File: src/rtl/dma_chan_pkg.sv
package dma_chan_pkg;

    typedef enum logic [1:0] {
        AC_INC   = 2'd0,
        AC_DEC   = 2'd1,
        AC_FIX   = 2'd2,
        AC_INCRL = 2'd3
    } addr_ctl_e;

    typedef enum logic [1:0] {
        ST_IMM  = 2'd0,
        ST_VBL  = 2'd1,
        ST_HBL  = 2'd2,
        ST_CUST = 2'd3
    } start_e;

    typedef enum logic [1:0] {
        SEL_CTRL = 2'd0,
        SEL_SRC  = 2'd1,
        SEL_DST  = 2'd2,
        SEL_CNT  = 2'd3
    } reg_sel_e;

    typedef enum logic [2:0] {
        S_IDLE,
        S_ARMED,
        S_READ,
        S_WRITE,
        S_FINISH
    } state_e;

    // Packed MSB first: bit 15 down to bit 0
    typedef struct packed {
        logic      en;
        logic      irq_en;
        start_e    timing;
        logic      drq;
        logic      wide;
        logic      rpt;
        addr_ctl_e src_ctl;
        addr_ctl_e dst_ctl;
        logic [4:0] low;
    } ctrl_t;

    localparam logic [15:0] DONE_KEEP_MASK = 16'h7FE0;

    function automatic logic signed [3:0] addr_delta(addr_ctl_e mode, logic wide);
        logic signed [3:0] unit;
        logic signed [3:0] r;
        unit = wide ? 4'sd4 : 4'sd2;
        unique case (mode)
            AC_INC, AC_INCRL: r = unit;
            AC_DEC:           r = -unit;
            default:          r = 4'sd0;
        endcase
        return r;
    endfunction

endpackage

File: src/rtl/dma_regfile.sv
module dma_regfile
    import dma_chan_pkg::*;
#(
    parameter int ADDR_W = 32,
    parameter int CNT_W  = 16
) (
    input  logic              clk,
    input  logic              rst_n,
    input  logic              reg_we,
    input  logic [1:0]        reg_sel,
    input  logic [ADDR_W-1:0] reg_wdata,
    input  logic              done_clr,
    output ctrl_t             ctrl_q,
    output logic [ADDR_W-1:0] prog_src,
    output logic [ADDR_W-1:0] prog_dst,
    output logic [CNT_W-1:0]  prog_cnt,
    output logic              arm
);

    logic wr_ctrl;
    logic en_effective;

    assign wr_ctrl = reg_we && (reg_sel == SEL_CTRL);
    // A completion in the same cycle counts as enable already low
    assign en_effective = ctrl_q.en && !done_clr;
    assign arm = wr_ctrl && reg_wdata[15] && !en_effective;

    always_ff @(posedge clk) begin
        if (!rst_n) begin
            ctrl_q   <= '0;
            prog_src <= '0;
            prog_dst <= '0;
            prog_cnt <= '0;
        end else begin
            if (wr_ctrl) begin
                ctrl_q <= ctrl_t'(reg_wdata[15:0]);
            end else if (done_clr) begin
                ctrl_q <= ctrl_t'(ctrl_q & DONE_KEEP_MASK);
            end
            if (reg_we && reg_sel == SEL_SRC) prog_src <= reg_wdata;
            if (reg_we && reg_sel == SEL_DST) prog_dst <= reg_wdata;
            if (reg_we && reg_sel == SEL_CNT) prog_cnt <= reg_wdata[CNT_W-1:0];
        end
    end

    a_r2_arm_sets_enable: assert property (@(posedge clk) disable iff (!rst_n)
        arm |=> ctrl_q.en);

    a_r7_done_clears: assert property (@(posedge clk) disable iff (!rst_n)
        (done_clr && !wr_ctrl) |=> (!ctrl_q.en && ctrl_q.low == 5'd0));

endmodule

File: src/rtl/dma_engine.sv
module dma_engine
    import dma_chan_pkg::*;
#(
    parameter int ADDR_W = 32,
    parameter int CNT_W  = 16
) (
    input  logic              clk,
    input  logic              rst_n,
    input  ctrl_t             ctrl,
    input  logic [ADDR_W-1:0] prog_src,
    input  logic [ADDR_W-1:0] prog_dst,
    input  logic [CNT_W-1:0]  prog_cnt,
    input  logic              arm,
    input  logic              hblank,
    input  logic              vblank,
    input  logic              mem_ready,
    input  logic [31:0]       mem_rdata,
    output logic              mem_rd,
    output logic              mem_wr,
    output logic [ADDR_W-1:0] mem_addr,
    output logic              mem_size,
    output logic [31:0]       mem_wdata,
    output logic              irq,
    output logic              done_clr
);

    localparam int CW = CNT_W + 1;
    localparam logic [CW-1:0] MAX_UNITS = {1'b1, {CNT_W{1'b0}}};

    state_e            state_q, state_d;
    logic [ADDR_W-1:0] work_src, work_dst;
    logic [CW-1:0]     work_cnt;
    logic [31:0]       data_q;
    logic              go;
    logic [CW-1:0]     cnt_load;
    logic signed [3:0] d_src, d_dst;
    logic [ADDR_W-1:0] step_src, step_dst;

    assign cnt_load = (prog_cnt == '0) ? MAX_UNITS : {1'b0, prog_cnt};
    assign d_src    = addr_delta(ctrl.src_ctl, ctrl.wide);
    assign d_dst    = addr_delta(ctrl.dst_ctl, ctrl.wide);
    assign step_src = {{(ADDR_W-4){d_src[3]}}, d_src};
    assign step_dst = {{(ADDR_W-4){d_dst[3]}}, d_dst};

    always_comb begin
        unique case (ctrl.timing)
            ST_IMM:  go = 1'b1;
            ST_VBL:  go = vblank;
            ST_HBL:  go = hblank;
            default: go = 1'b0;
        endcase
    end

    // State register
    always_ff @(posedge clk) begin
        if (!rst_n) state_q <= S_IDLE;
        else        state_q <= state_d;
    end

    // Next state
    always_comb begin
        state_d = state_q;
        unique case (state_q)
            S_IDLE:   state_d = S_IDLE;
            S_ARMED:  if (!ctrl.en) state_d = S_IDLE;
                      else if (go) state_d = S_READ;
            S_READ:   if (mem_ready) state_d = S_WRITE;
            S_WRITE:  if (mem_ready) state_d = (work_cnt == CW'(1)) ? S_FINISH : S_READ;
            S_FINISH: state_d = ctrl.rpt ? S_ARMED : S_IDLE;
            default:  state_d = S_IDLE;
        endcase
        if (arm) state_d = S_ARMED;
    end

    // Working copies
    always_ff @(posedge clk) begin
        if (!rst_n) begin
            work_src <= '0;
            work_dst <= '0;
            work_cnt <= '0;
            data_q   <= '0;
        end else if (arm) begin
            work_src <= prog_src;
            work_dst <= prog_dst;
            work_cnt <= cnt_load;
        end else begin
            unique case (state_q)
                S_READ: if (mem_ready) data_q <= mem_rdata;
                S_WRITE: if (mem_ready) begin
                    work_src <= work_src + step_src;
                    work_dst <= work_dst + step_dst;
                    work_cnt <= work_cnt - CW'(1);
                end
                S_FINISH: if (ctrl.rpt) begin
                    work_cnt <= cnt_load;
                    if (ctrl.dst_ctl == AC_INCRL) work_dst <= prog_dst;
                end
                default: ;
            endcase
        end
    end

    // Outputs
    always_comb begin
        mem_rd    = (state_q == S_READ);
        mem_wr    = (state_q == S_WRITE);
        mem_addr  = (state_q == S_READ) ? work_src : work_dst;
        mem_size  = ctrl.wide;
        mem_wdata = data_q;
        irq       = (state_q == S_FINISH) && ctrl.irq_en;
        done_clr  = (state_q == S_FINISH) && !ctrl.rpt;
    end

    a_r6_exclusive: assert property (@(posedge clk) disable iff (!rst_n)
        !(mem_rd && mem_wr));

    a_r6_hold_read: assert property (@(posedge clk) disable iff (!rst_n)
        (mem_rd && !mem_ready && !arm) |=> (mem_rd && $stable(mem_addr)));

    a_r6_hold_write: assert property (@(posedge clk) disable iff (!rst_n)
        (mem_wr && !mem_ready && !arm) |=> (mem_wr && $stable(mem_addr) && $stable(mem_wdata)));

    a_r9_single_pulse: assert property (@(posedge clk) disable iff (!rst_n)
        irq |=> !irq);

    a_r3_custom_never_starts: assert property (@(posedge clk) disable iff (!rst_n)
        (state_q == S_ARMED && ctrl.timing == ST_CUST && !arm) |=> !mem_rd);

    a_r2_count_nonzero: assert property (@(posedge clk) disable iff (!rst_n)
        (mem_rd || mem_wr) |-> (work_cnt != '0));

endmodule

File: src/rtl/dma_channel.sv
module dma_channel
    import dma_chan_pkg::*;
#(
    parameter int ADDR_W = 32,
    parameter int CNT_W  = 16
) (
    input  logic              clk,
    input  logic              rst_n,
    input  logic              reg_we,
    input  logic [1:0]        reg_sel,
    input  logic [ADDR_W-1:0] reg_wdata,
    output logic [15:0]       ctrl_rdata,
    input  logic              hblank,
    input  logic              vblank,
    output logic              mem_rd,
    output logic              mem_wr,
    output logic [ADDR_W-1:0] mem_addr,
    output logic              mem_size,
    output logic [31:0]       mem_wdata,
    input  logic [31:0]       mem_rdata,
    input  logic              mem_ready,
    output logic              irq
);

    ctrl_t             ctrl_q;
    logic [ADDR_W-1:0] prog_src, prog_dst;
    logic [CNT_W-1:0]  prog_cnt;
    logic              arm, done_clr;

    dma_regfile #(.ADDR_W(ADDR_W), .CNT_W(CNT_W)) u_regs (
        .clk      (clk),
        .rst_n    (rst_n),
        .reg_we   (reg_we),
        .reg_sel  (reg_sel),
        .reg_wdata(reg_wdata),
        .done_clr (done_clr),
        .ctrl_q   (ctrl_q),
        .prog_src (prog_src),
        .prog_dst (prog_dst),
        .prog_cnt (prog_cnt),
        .arm      (arm)
    );

    dma_engine #(.ADDR_W(ADDR_W), .CNT_W(CNT_W)) u_engine (
        .clk      (clk),
        .rst_n    (rst_n),
        .ctrl     (ctrl_q),
        .prog_src (prog_src),
        .prog_dst (prog_dst),
        .prog_cnt (prog_cnt),
        .arm      (arm),
        .hblank   (hblank),
        .vblank   (vblank),
        .mem_ready(mem_ready),
        .mem_rdata(mem_rdata),
        .mem_rd   (mem_rd),
        .mem_wr   (mem_wr),
        .mem_addr (mem_addr),
        .mem_size (mem_size),
        .mem_wdata(mem_wdata),
        .irq      (irq),
        .done_clr (done_clr)
    );

    assign ctrl_rdata = ctrl_q;

endmodule

File: config.mk
export PLATFORM = sky130hd
export DESIGN_NAME = dma_channel
export DESIGN_NICKNAME = d
export VERILOG_FILES = /design/src/rtl/dma_chan_pkg.sv /design/src/rtl/dma_regfile.sv /design/src/rtl/dma_engine.sv /design/src/rtl/dma_channel.sv
export SDC_FILE = /design/constraint.sdc
export NUM_CORES = 1
export LEC_CHECK = 0
export BUFFER_PORTS_ARGS = -buffer_cell sky130_fd_sc_hd__buf_2
export CELL_PAD_IN_SITES_DETAIL_PLACEMENT = 0
export CELL_PAD_IN_SITES_GLOBAL_PLACEMENT = 1
export CORE_AREA = 2 2 177 179
export DETAILED_ROUTE_END_ITERATION = 12
export DIE_AREA = 0 0 179 181
export GPL_ROUTABILITY_DRIVEN = 0
export GPL_TIMING_DRIVEN = 0
export PLACE_DENSITY = 0.83
export SYNTH_ARGS = -nofsm -noshare
export SYNTH_HDL_FRONTEND = slang
export SYNTH_HIERARCHICAL = 1
export SYNTH_SLANG_ARGS = --single-unit
File: constraint.sdc
create_clock -name clk -period 3.3 [get_ports clk]
set_clock_uncertainty 0.15 [all_clocks]
set_input_delay 0.495 -clock clk [delete_from_list [all_inputs] [get_ports clk]]
set_output_delay 0.495 -clock clk [all_outputs]
set_load 0.02 [all_outputs]
==> results of run 1 <==
[cell usage after synthesis, types with 7 or more instances]
| library cell | n | share of area |
|---|---|---|
| sky130_fd_sc_hd__nand2_1 | 299 | 0.093 |
| sky130_fd_sc_hd__dfxtp_1 | 212 | 0.35 |
| sky130_fd_sc_hd__a21oi_1 | 138 | 0.058 |
| sky130_fd_sc_hd__mux2i_1 | 100 | 0.083 |
| sky130_fd_sc_hd__nor2_1 | 89 | 0.028 |
| sky130_fd_sc_hd__o21ai_0 | 82 | 0.034 |
| sky130_fd_sc_hd__ha_1 | 69 | 0.072 |
| sky130_fd_sc_hd__clkbuf_1 | 65 | 0.020 |
| sky130_fd_sc_hd__a21o_1 | 35 | 0.022 |
| sky130_fd_sc_hd__mux2_2 | 29 | 0.027 |
| sky130_fd_sc_hd__xnor2_1 | 28 | 0.020 |
| sky130_fd_sc_hd__nor3_1 | 27 | 0.011 |
| sky130_fd_sc_hd__xor2_1 | 25 | 0.018 |
| sky130_fd_sc_hd__a211oi_1 | 23 | 0.014 |
| sky130_fd_sc_hd__inv_1 | 23 | 0.0072 |
| sky130_fd_sc_hd__nand3_1 | 18 | 0.0075 |
| sky130_fd_sc_hd__a31oi_1 | 15 | 0.0078 |
| sky130_fd_sc_hd__a311oi_1 | 13 | 0.0095 |
| sky130_fd_sc_hd__and3_1 | 12 | 0.0063 |
| sky130_fd_sc_hd__buf_2 | 11 | 0.0046 |
| sky130_fd_sc_hd__nand2b_1 | 11 | 0.0057 |
| sky130_fd_sc_hd__a221oi_1 | 10 | 0.0073 |
| sky130_fd_sc_hd__nor2b_1 | 9 | 0.0047 |
| sky130_fd_sc_hd__nor4_1 | 9 | 0.0047 |
| sky130_fd_sc_hd__o21a_1 | 9 | 0.0056 |
| sky130_fd_sc_hd__nand4_1 | 8 | 0.0042 |
| sky130_fd_sc_hd__buf_1 | 7 | 0.0022 |
| sky130_fd_sc_hd__nand3b_1 | 7 | 0.0044 |
[final timing paths]
path	start	to	slack, ns	cells past startpoint
setup / recovery	u_regs/ctrl_q[7]	u_engine/work_src[28]	-0.16	12
hold reg to reg	u_engine/mem_wdata[28]	u_engine/mem_wdata[28]	0.30	2
setup reg to reg	u_regs/ctrl_q[7]	u_engine/work_src[28]	-0.16	12
hold / removal	mem_rdata[27]	u_engine/mem_wdata[27]	0.06	3
[kinds of logic after synthesis]
kind of cell             count (synthesis)
buffers and inverters                  110
multiplexers                           129
XOR/XNOR                                53
AO/OA/AOI/OAI                          375
AND/OR/NAND/NOR                        519
adder cells (fa/ha/maj)                 71
flip-flops                             212
[layer usage]
| layer | global-route usage | part of all wire | up-vias |
|---|---|---|---|
| met1 | 0.325 | 0.44 | 5617 |
| met3 | 0.0375 | 0.064 | 78 |
| met4 | 0.0855 | 0.036 | 0 |
| li1 | - | - | 5685 |
| met5 | 0 | 0 | - |
| met2 | 0.395 | 0.46 | 381 |
[power by group through the flow]
| stage | logic, W | clock network [W] | registers (W) |
|---|---|---|---|
| floorplan | 0.000444 | 0 | 0.00273 |
| global placement | 0.000656 | 0 | 0.00274 |
| detailed placement | 0.000664 | 0 | 0.00275 |
| CTS | 0.000714 | 0.00280 | 0.00269 |
| global route | 0.000801 | 0.00289 | 0.00270 |
| finish | 0.000738 | 0.00275 | 0.00269 |
[registers in the layout, indices dropped and copies added, names as in the netlist]
| register | flops |
|---|---|
| u_engine/work_dst | 32 |
| u_regs/ctrl_q | 16 |
| u_regs/prog_src | 32 |
| u_engine/work_src | 32 |
| u_engine/mem_wdata | 32 |
| u_engine/state_q | 3 |
| u_regs/prog_cnt | 16 |
| u_regs/prog_dst | 32 |
| u_engine/work_cnt | 17 |
[through the flow]
stage	total power, W	hold WS, ns
finish	0.00618	0.0605
global route	0.00638	0.0580
CTS	0.00620	0.0443
detailed placement	0.00341	0.296
global placement	0.00340	0.290
floorplan	0.00317	0.279
[what timing repair did]
action	4_1_cts	5_1_grt
hold endpoints to repair	0	0
setup buffers	38	12
endpoints found under the setup margin	134	116
resized for setup	102	56
pin swaps	60	54
[layout by cell type, fill, tap and decap left out, types with 8 or more instances in the layout]
cell type,netlist,final
sky130_fd_sc_hd__nand3_1,18,18
sky130_fd_sc_hd__mux2i_1,100,100
sky130_fd_sc_hd__ha_2,0,13
sky130_fd_sc_hd__a311oi_1,13,13
sky130_fd_sc_hd__a31oi_1,15,13
sky130_fd_sc_hd__and3_1,12,11
sky130_fd_sc_hd__o21ai_0,82,66
sky130_fd_sc_hd__clkbuf_1,65,53
sky130_fd_sc_hd__nand2b_1,11,11
sky130_fd_sc_hd__buf_4,1,37
sky130_fd_sc_hd__xnor2_1,28,26
sky130_fd_sc_hd__nand4_1,8,8
sky130_fd_sc_hd__xor2_1,25,25
sky130_fd_sc_hd__inv_1,23,18
sky130_fd_sc_hd__a211oi_1,23,20
sky130_fd_sc_hd__buf_2,11,167
sky130_fd_sc_hd__clkbuf_2,0,18
sky130_fd_sc_hd__o21ai_1,0,9
sky130_fd_sc_hd__a21oi_1,138,120
sky130_fd_sc_hd__ha_4,0,14
sky130_fd_sc_hd__nand2_1,299,299
sky130_fd_sc_hd__clkbuf_16,0,25
sky130_fd_sc_hd__dfxtp_1,212,208
sky130_fd_sc_hd__o21a_1,9,9
sky130_fd_sc_hd__a21oi_2,0,18
sky130_fd_sc_hd__ha_1,69,42
sky130_fd_sc_hd__a21o_1,35,35
sky130_fd_sc_hd__mux2_2,29,29
sky130_fd_sc_hd__nor2_1,89,84
sky130_fd_sc_hd__nor3_1,27,25
[worst max-delay path: cells and delay by family (launching register included)]
| family | cells | cell delay (ns) |
|---|---|---|
| simple gates | 3 | 1.30 |
| fa+ha+maj | 2 | 0.43 |
| buf+inv | 1 | 0.14 |
| compound gates | 5 | 0.68 |
| flops | 1 | 0.38 |
| xor+xnor | 1 | 0.20 |
[cell type report]
cell class / count / area share
diodes: 1 / 0.000166
inverters: 24 / 0.00630
clock inverters: 4 / 0.00489
plain buffers: 84 / 0.0257
flip-flops and latches: 212 / 0.282
clock buffers: 40 / 0.0485
repair buffers: 200 / 0.0786
multi-input cells: 1147 / 0.521
well taps: 396 / 0.0328
==> impl_metrics.json, run 1 <==
{
  "status": "complete, but fails checks",
  "violated_checks": "negative setup slack",
  "critical_path.slowest_cell": "sky130_fd_sc_hd__or4b_4",
  "starting_density": 0.396,
  "syn_area_um2": 12000,
  "sw_frac_of_total": 0.259,
  "synth-xor-area-share": 0.0387,
  "routed_wire_length_per_instance_um": 19.5,
  "gr-total-overflow": 0,
  "cts-root-buf": "sky130_fd_sc_hd__clkbuf_16",
  "placement.setup.worst_slack_ns": -0.696,
  "synth_sequential_area_ratio": 0.354,
  "synth_compound_gate_area_share": 0.194,
  "critPathCaptureType": "flip-flop",
  "tritoncts": "yes",
  "initialDrtViolationCount": 788,
  "num_vias": 11761,
  "ir_worst_vdd_mv": 0.321,
  "yosys.area_share.adder": 0.0753,
  "cts.reportedPaths.clkPinSlew_ns": 0.06,
  "synth-edff-count": 0,
  "yosys_warnings": 6,
  "cts_buffer_depth": 3,
  "n_fill_cell": 2946,
  "total_clock_buffers_created_by_cts": 25,
  "postSynthCellCount": 1469,
  "timing_worst_slew_pin_value_ns": 0.876,
  "route.detailed.drc": 0,
  "cts.sink_count": 212,
  "synth-async-reset-ratio": 0,
  "crit_type": "flip-flop to flip-flop",
  "drt_first_pass_iters": 5,
  "placed_cell_area_um2": 13400,
  "power_frac_seq": 0.435,
  "synth_top_family_by_area": "compound AO/OA/AOI/OAI gates",
  "syn_avg_cell_area_um2": 8.17,
  "proportion_of_layout_cells_with_a_drive_suffix_above_1": 0.238,
  "netlist-cell-type-count": 73,
  "dp_cells": 2020,
  "number_of_hold_buffers_added_after_cts": 0,
  "drt.antenna.violating_nets": 0,
  "final-seq-area_um2": 4260,
  "fin_ws_ns": -0.160,
  "insertion_delay_ns": 0.53,
  "setup.worst_path.start_class": "flip-flop",
  "area.growth.synth_to_final_pct": 25.7,
  "placementRows": 64,
  "antenna_violations_before_repair": 0,
  "viasPerCell": 5.58,
  "path_cells": "buf_12, ha_4, ha_2, or4_1, nor2_2, a211oi_2, or4b_4, a41oi_4, o21ai_2, a31oi_1, xor2_1, a211oi_1",
  "critical_path_data_required_time_ns": 3.52,
  "final_nets": 1837,
  "clock_h_tree_levels": 1,
  "share_of_power_burned_in_the_clock_network": 0.445,
  "final_setup_vio_count": 15,
  "max_freq_mhz": 289,
  "totalNegativeSetupSlack_ns": -1.12,
  "synth_fp_nets": 1612,
  "worst_hold_path_type": "primary input to flip-flop",
  "placement.io_buffers": 155,
  "critical-path-max-stage-delay_ns": 0.58,
  "power.static_leakage_nw": 6.72,
  "flop_and_latch_count_out_of_synthesis": 212,
  "cp.arrival_ns": 3.68,
  "p_sw_w": 0.00160,
  "dieHeight_um": 181,
  "area_of_combinational_cells_with_multiple_inputs_um2": 7850,
  "io_pins": 156,
  "internal-power_w": 0.00458,
  "die_x_um": 179,
  "ys.flop_type": "sky130_fd_sc_hd__dfxtp_1",
  "p_per_area_nw_per_um2": 410,
  "final.period_utilization": 1.05,
  "rsz0062_at_grt": "yes",
  "finalMaxSlewViolations": 0,
  "timing.max_slew.rel_slack": 0.416,
  "core_region_area_um2": 30300,
  "synth_simple_gate_area_share": 0.190,
  "finalInstanceArea_um2": 15100,
  "fin_crit_ns": 3.46,
  "post-route-util": 0.497,
  "maxCapViolations": 0,
  "grt_first_pass_wirelength_mm": 61.4,
  "cp_max_fo": 11,
  "finalHoldViolCount": 0,
  "die-area_um2": 32400,
  "share_comb_of_total_power": 0.119,
  "synth.mux.area_fraction": 0.111,
  "grt_start_max_net_pins": 15,
  "stdcell_count": 2108,
  "dpl.hpwl_mm": 30.3,
  "grtUsageTotal": 0.243,
  "postRouteWirelength_mm": 41.1,
  "grt_pass1_vias": 11096
}
(Power assumes the default switching activity.)
==> run 2: changes to the inputs <==
--- a/config.mk
+++ b/config.mk
@@ -14,6 +14,7 @@
 export GPL_ROUTABILITY_DRIVEN = 0
 export GPL_TIMING_DRIVEN = 0
 export PLACE_DENSITY = 0.83
+export RECOVER_POWER = 50
 export SYNTH_ARGS = -nofsm -noshare
 export SYNTH_HDL_FRONTEND = slang
 export SYNTH_HIERARCHICAL = 1
==> impl_metrics.json, run 2 (synthesized netlist as in run 1, its figures left out) <==
{
  "area.growth.synth_to_final_pct": 25.2,
  "routed_wire_length_per_instance_um": 19.5,
  "final_common_cell": "sky130_fd_sc_hd__nand2_1",
  "timing_worst_slew_pin_value_ns": 0.891,
  "finalPower_w": 0.00618,
  "postRouteWirelength_mm": 41.0,
  "crit_type": "flip-flop to flip-flop",
  "timing.max_slew.rel_slack": 0.406,
  "reg2reg_setup_slack_ns": -0.15,
  "critical_path.reg2reg.startpoint": "u_regs/ctrl_q[7]",
  "timing.reg2reg.worst_path_depth": 12,
  "crit_path_end": "u_engine/work_src[28]",
  "proportion_of_layout_cells_with_a_drive_suffix_above_1": 0.210,
  "finalInstanceArea_um2": 15000,
  "die-area_um2": 32400,
  "placementRows": 64,
  "timing.hold.worst_path_depth": 3,
  "finalMaxSlewViolations": 0,
  "cts-root-buf": "sky130_fd_sc_hd__clkbuf_16",
  "worst_hold_path_type": "primary input to flip-flop",
  "drt_first_pass_iters": 6,
  "cp.arrival_ns": 3.67,
  "status": "complete, but fails checks",
  "cts_buffer_depth": 3,
  "maxCapViolations": 0,
  "num_vias": 11739,
  "insertion_delay_ns": 0.54,
  "cts.sink_count": 212,
  "gr-total-overflow": 0,
  "total_clock_buffers_created_by_cts": 25,
  "number_of_hold_buffers_added_after_cts": 0,
  "power.static_leakage_nw": 6.52,
  "most-common-layout-cells": "299 x sky130_fd_sc_hd__nand2_1, 208 x sky130_fd_sc_hd__dfxtp_1, 120 x sky130_fd_sc_hd__buf_2, 120 x sky130_fd_sc_hd__a21oi_1, 103 x sky130_fd_sc_hd__clkbuf_1",
  "finalHoldViolCount": 0,
  "setup.worst_path.start_class": "flip-flop",
  "dpl.hpwl_mm": 30.3,
  "p_per_area_nw_per_um2": 411,
  "placement.io_buffers": 155,
  "cp_max_fo": 11,
  "final_setup_vio_count": 15,
  "io_pins": 156,
  "fin_crit_ns": 3.45,
  "starting_density": 0.396,
  "clock_h_tree_levels": 1,
  "dieHeight_um": 181,
  "cts.reportedPaths.clkPinSlew_ns": 0.06,
  "grt_pass1_vias": 11096,
  "grt_start_max_net_pins": 15,
  "grt_first_pass_wirelength_mm": 61.4,
  "route.detailed.drc": 0,
  "max_freq_mhz": 290,
  "tritoncts": "yes",
  "viasPerCell": 5.57,
  "final_nets": 1837,
  "die_x_um": 179,
  "fin_ws_ns": -0.152,
  "rsz0062_at_grt": "yes",
  "path_cells": "buf_12, ha_4, ha_2, or4_1, nor2_2, a211oi_2, or4b_4, a41oi_4, o21ai_2, a31oi_1, xor2_1, a211oi_1",
  "drt.antenna.violating_nets": 0,
  "critical_path_data_required_time_ns": 3.52,
  "core_region_area_um2": 30300,
  "violated_checks": "negative setup slack",
  "initialDrtViolationCount": 783,
  "critPathCaptureType": "flip-flop",
  "critical_path.startpoint": "u_regs/ctrl_q[7]",
  "final.period_utilization": 1.05,
  "worst_r2r_endpoint": "u_engine/work_src[28]",
  "critical_path.slowest_cell": "sky130_fd_sc_hd__or4b_4",
  "antenna_violations_before_repair": 0,
  "critical-path-max-stage-delay_ns": 0.58,
  "ir_worst_vdd_mv": 0.321,
  "grtUsageTotal": 0.243,
  "placed_cell_area_um2": 13400
}
run 2: layout make-up:
class | instances | area (um2)
fill | 2968 | 15300
timing repair buffer | 200 | 1130
clock inverter | 4 | 73.8
sequential | 212 | 4260
inverter | 24 | 95.1
clock buffer | 40 | 732
antenna | 1 | 2.50
buffer | 84 | 384
multi-input combinational | 1147 | 7850
tap | 396 | 495
run 2: metal layers:
layer	track usage	up-vias	wire length, um
li1	-	5687	-
met1	0.325	5591	18000
met2	0.395	376	19000
met3	0.0375	85	2530
met4	0.0855	0	1530
met5	0	-	0
run 2: how the worst min path moves through the flow:
stage | endpoint | start | slack, ns
2_1_floorplan | u_engine/work_dst[0] | u_engine/work_dst[0] | 0.28
3_3_place_gp | u_engine/mem_wdata[28] | u_engine/mem_wdata[28] | 0.29
3_5_place_dp | u_engine/mem_wdata[28] | u_engine/mem_wdata[28] | 0.30
4_1_cts | u_engine/mem_wdata[3] | mem_rdata[3] | 0.04
5_1_grt | u_engine/mem_wdata[23] | mem_rdata[23] | 0.06
6_report | u_engine/mem_wdata[3] | mem_rdata[3] | 0.06
run 2: per-stage QoR:
step	TNS, ns	std cells	hold WS, ns	worst slack (ns)	util
after CTS	-1.09	2097	0.0443	-0.151	0.489
after global routing	-4.13	2107	0.0580	-0.316	0.495
after global placement	-26.44	2020	0.290	-0.622	0.440
final	-1.00	2108	0.0608	-0.152	0.495
after detailed placement	-31.40	2020	0.296	-0.696	0.440
after floorplan	-0.00194	1469	0.279	-0.00194	-
run 2: critical path: cells and delay by family, from the launching register on:
family / cells / cell delay (ns)
DFF: 1 / 0.38
buffers and inverters: 1 / 0.14
adders and majority gates: 2 / 0.42
xor gates and xnor gates: 1 / 0.20
AOI/OAI and AO/OA: 5 / 0.68
and+or+nand+nor: 3 / 1.30
run 2: power by group:
part / internal, W / switching, W / total, W
Sequential: 0.00263 / 0.0000626 / 0.00269
Combinational: 0.000289 / 0.000446 / 0.000735
Clock: 0.00166 / 0.00109 / 0.00275
Total: 0.00458 / 0.00160 / 0.00618
run 2: repair_timing:
action,4_1_cts,5_1_grt
cloned,0,0
setup endpoints to repair,134,116
gates resized for setup,102,56
setup buffers,38,12
pin swaps,60,54
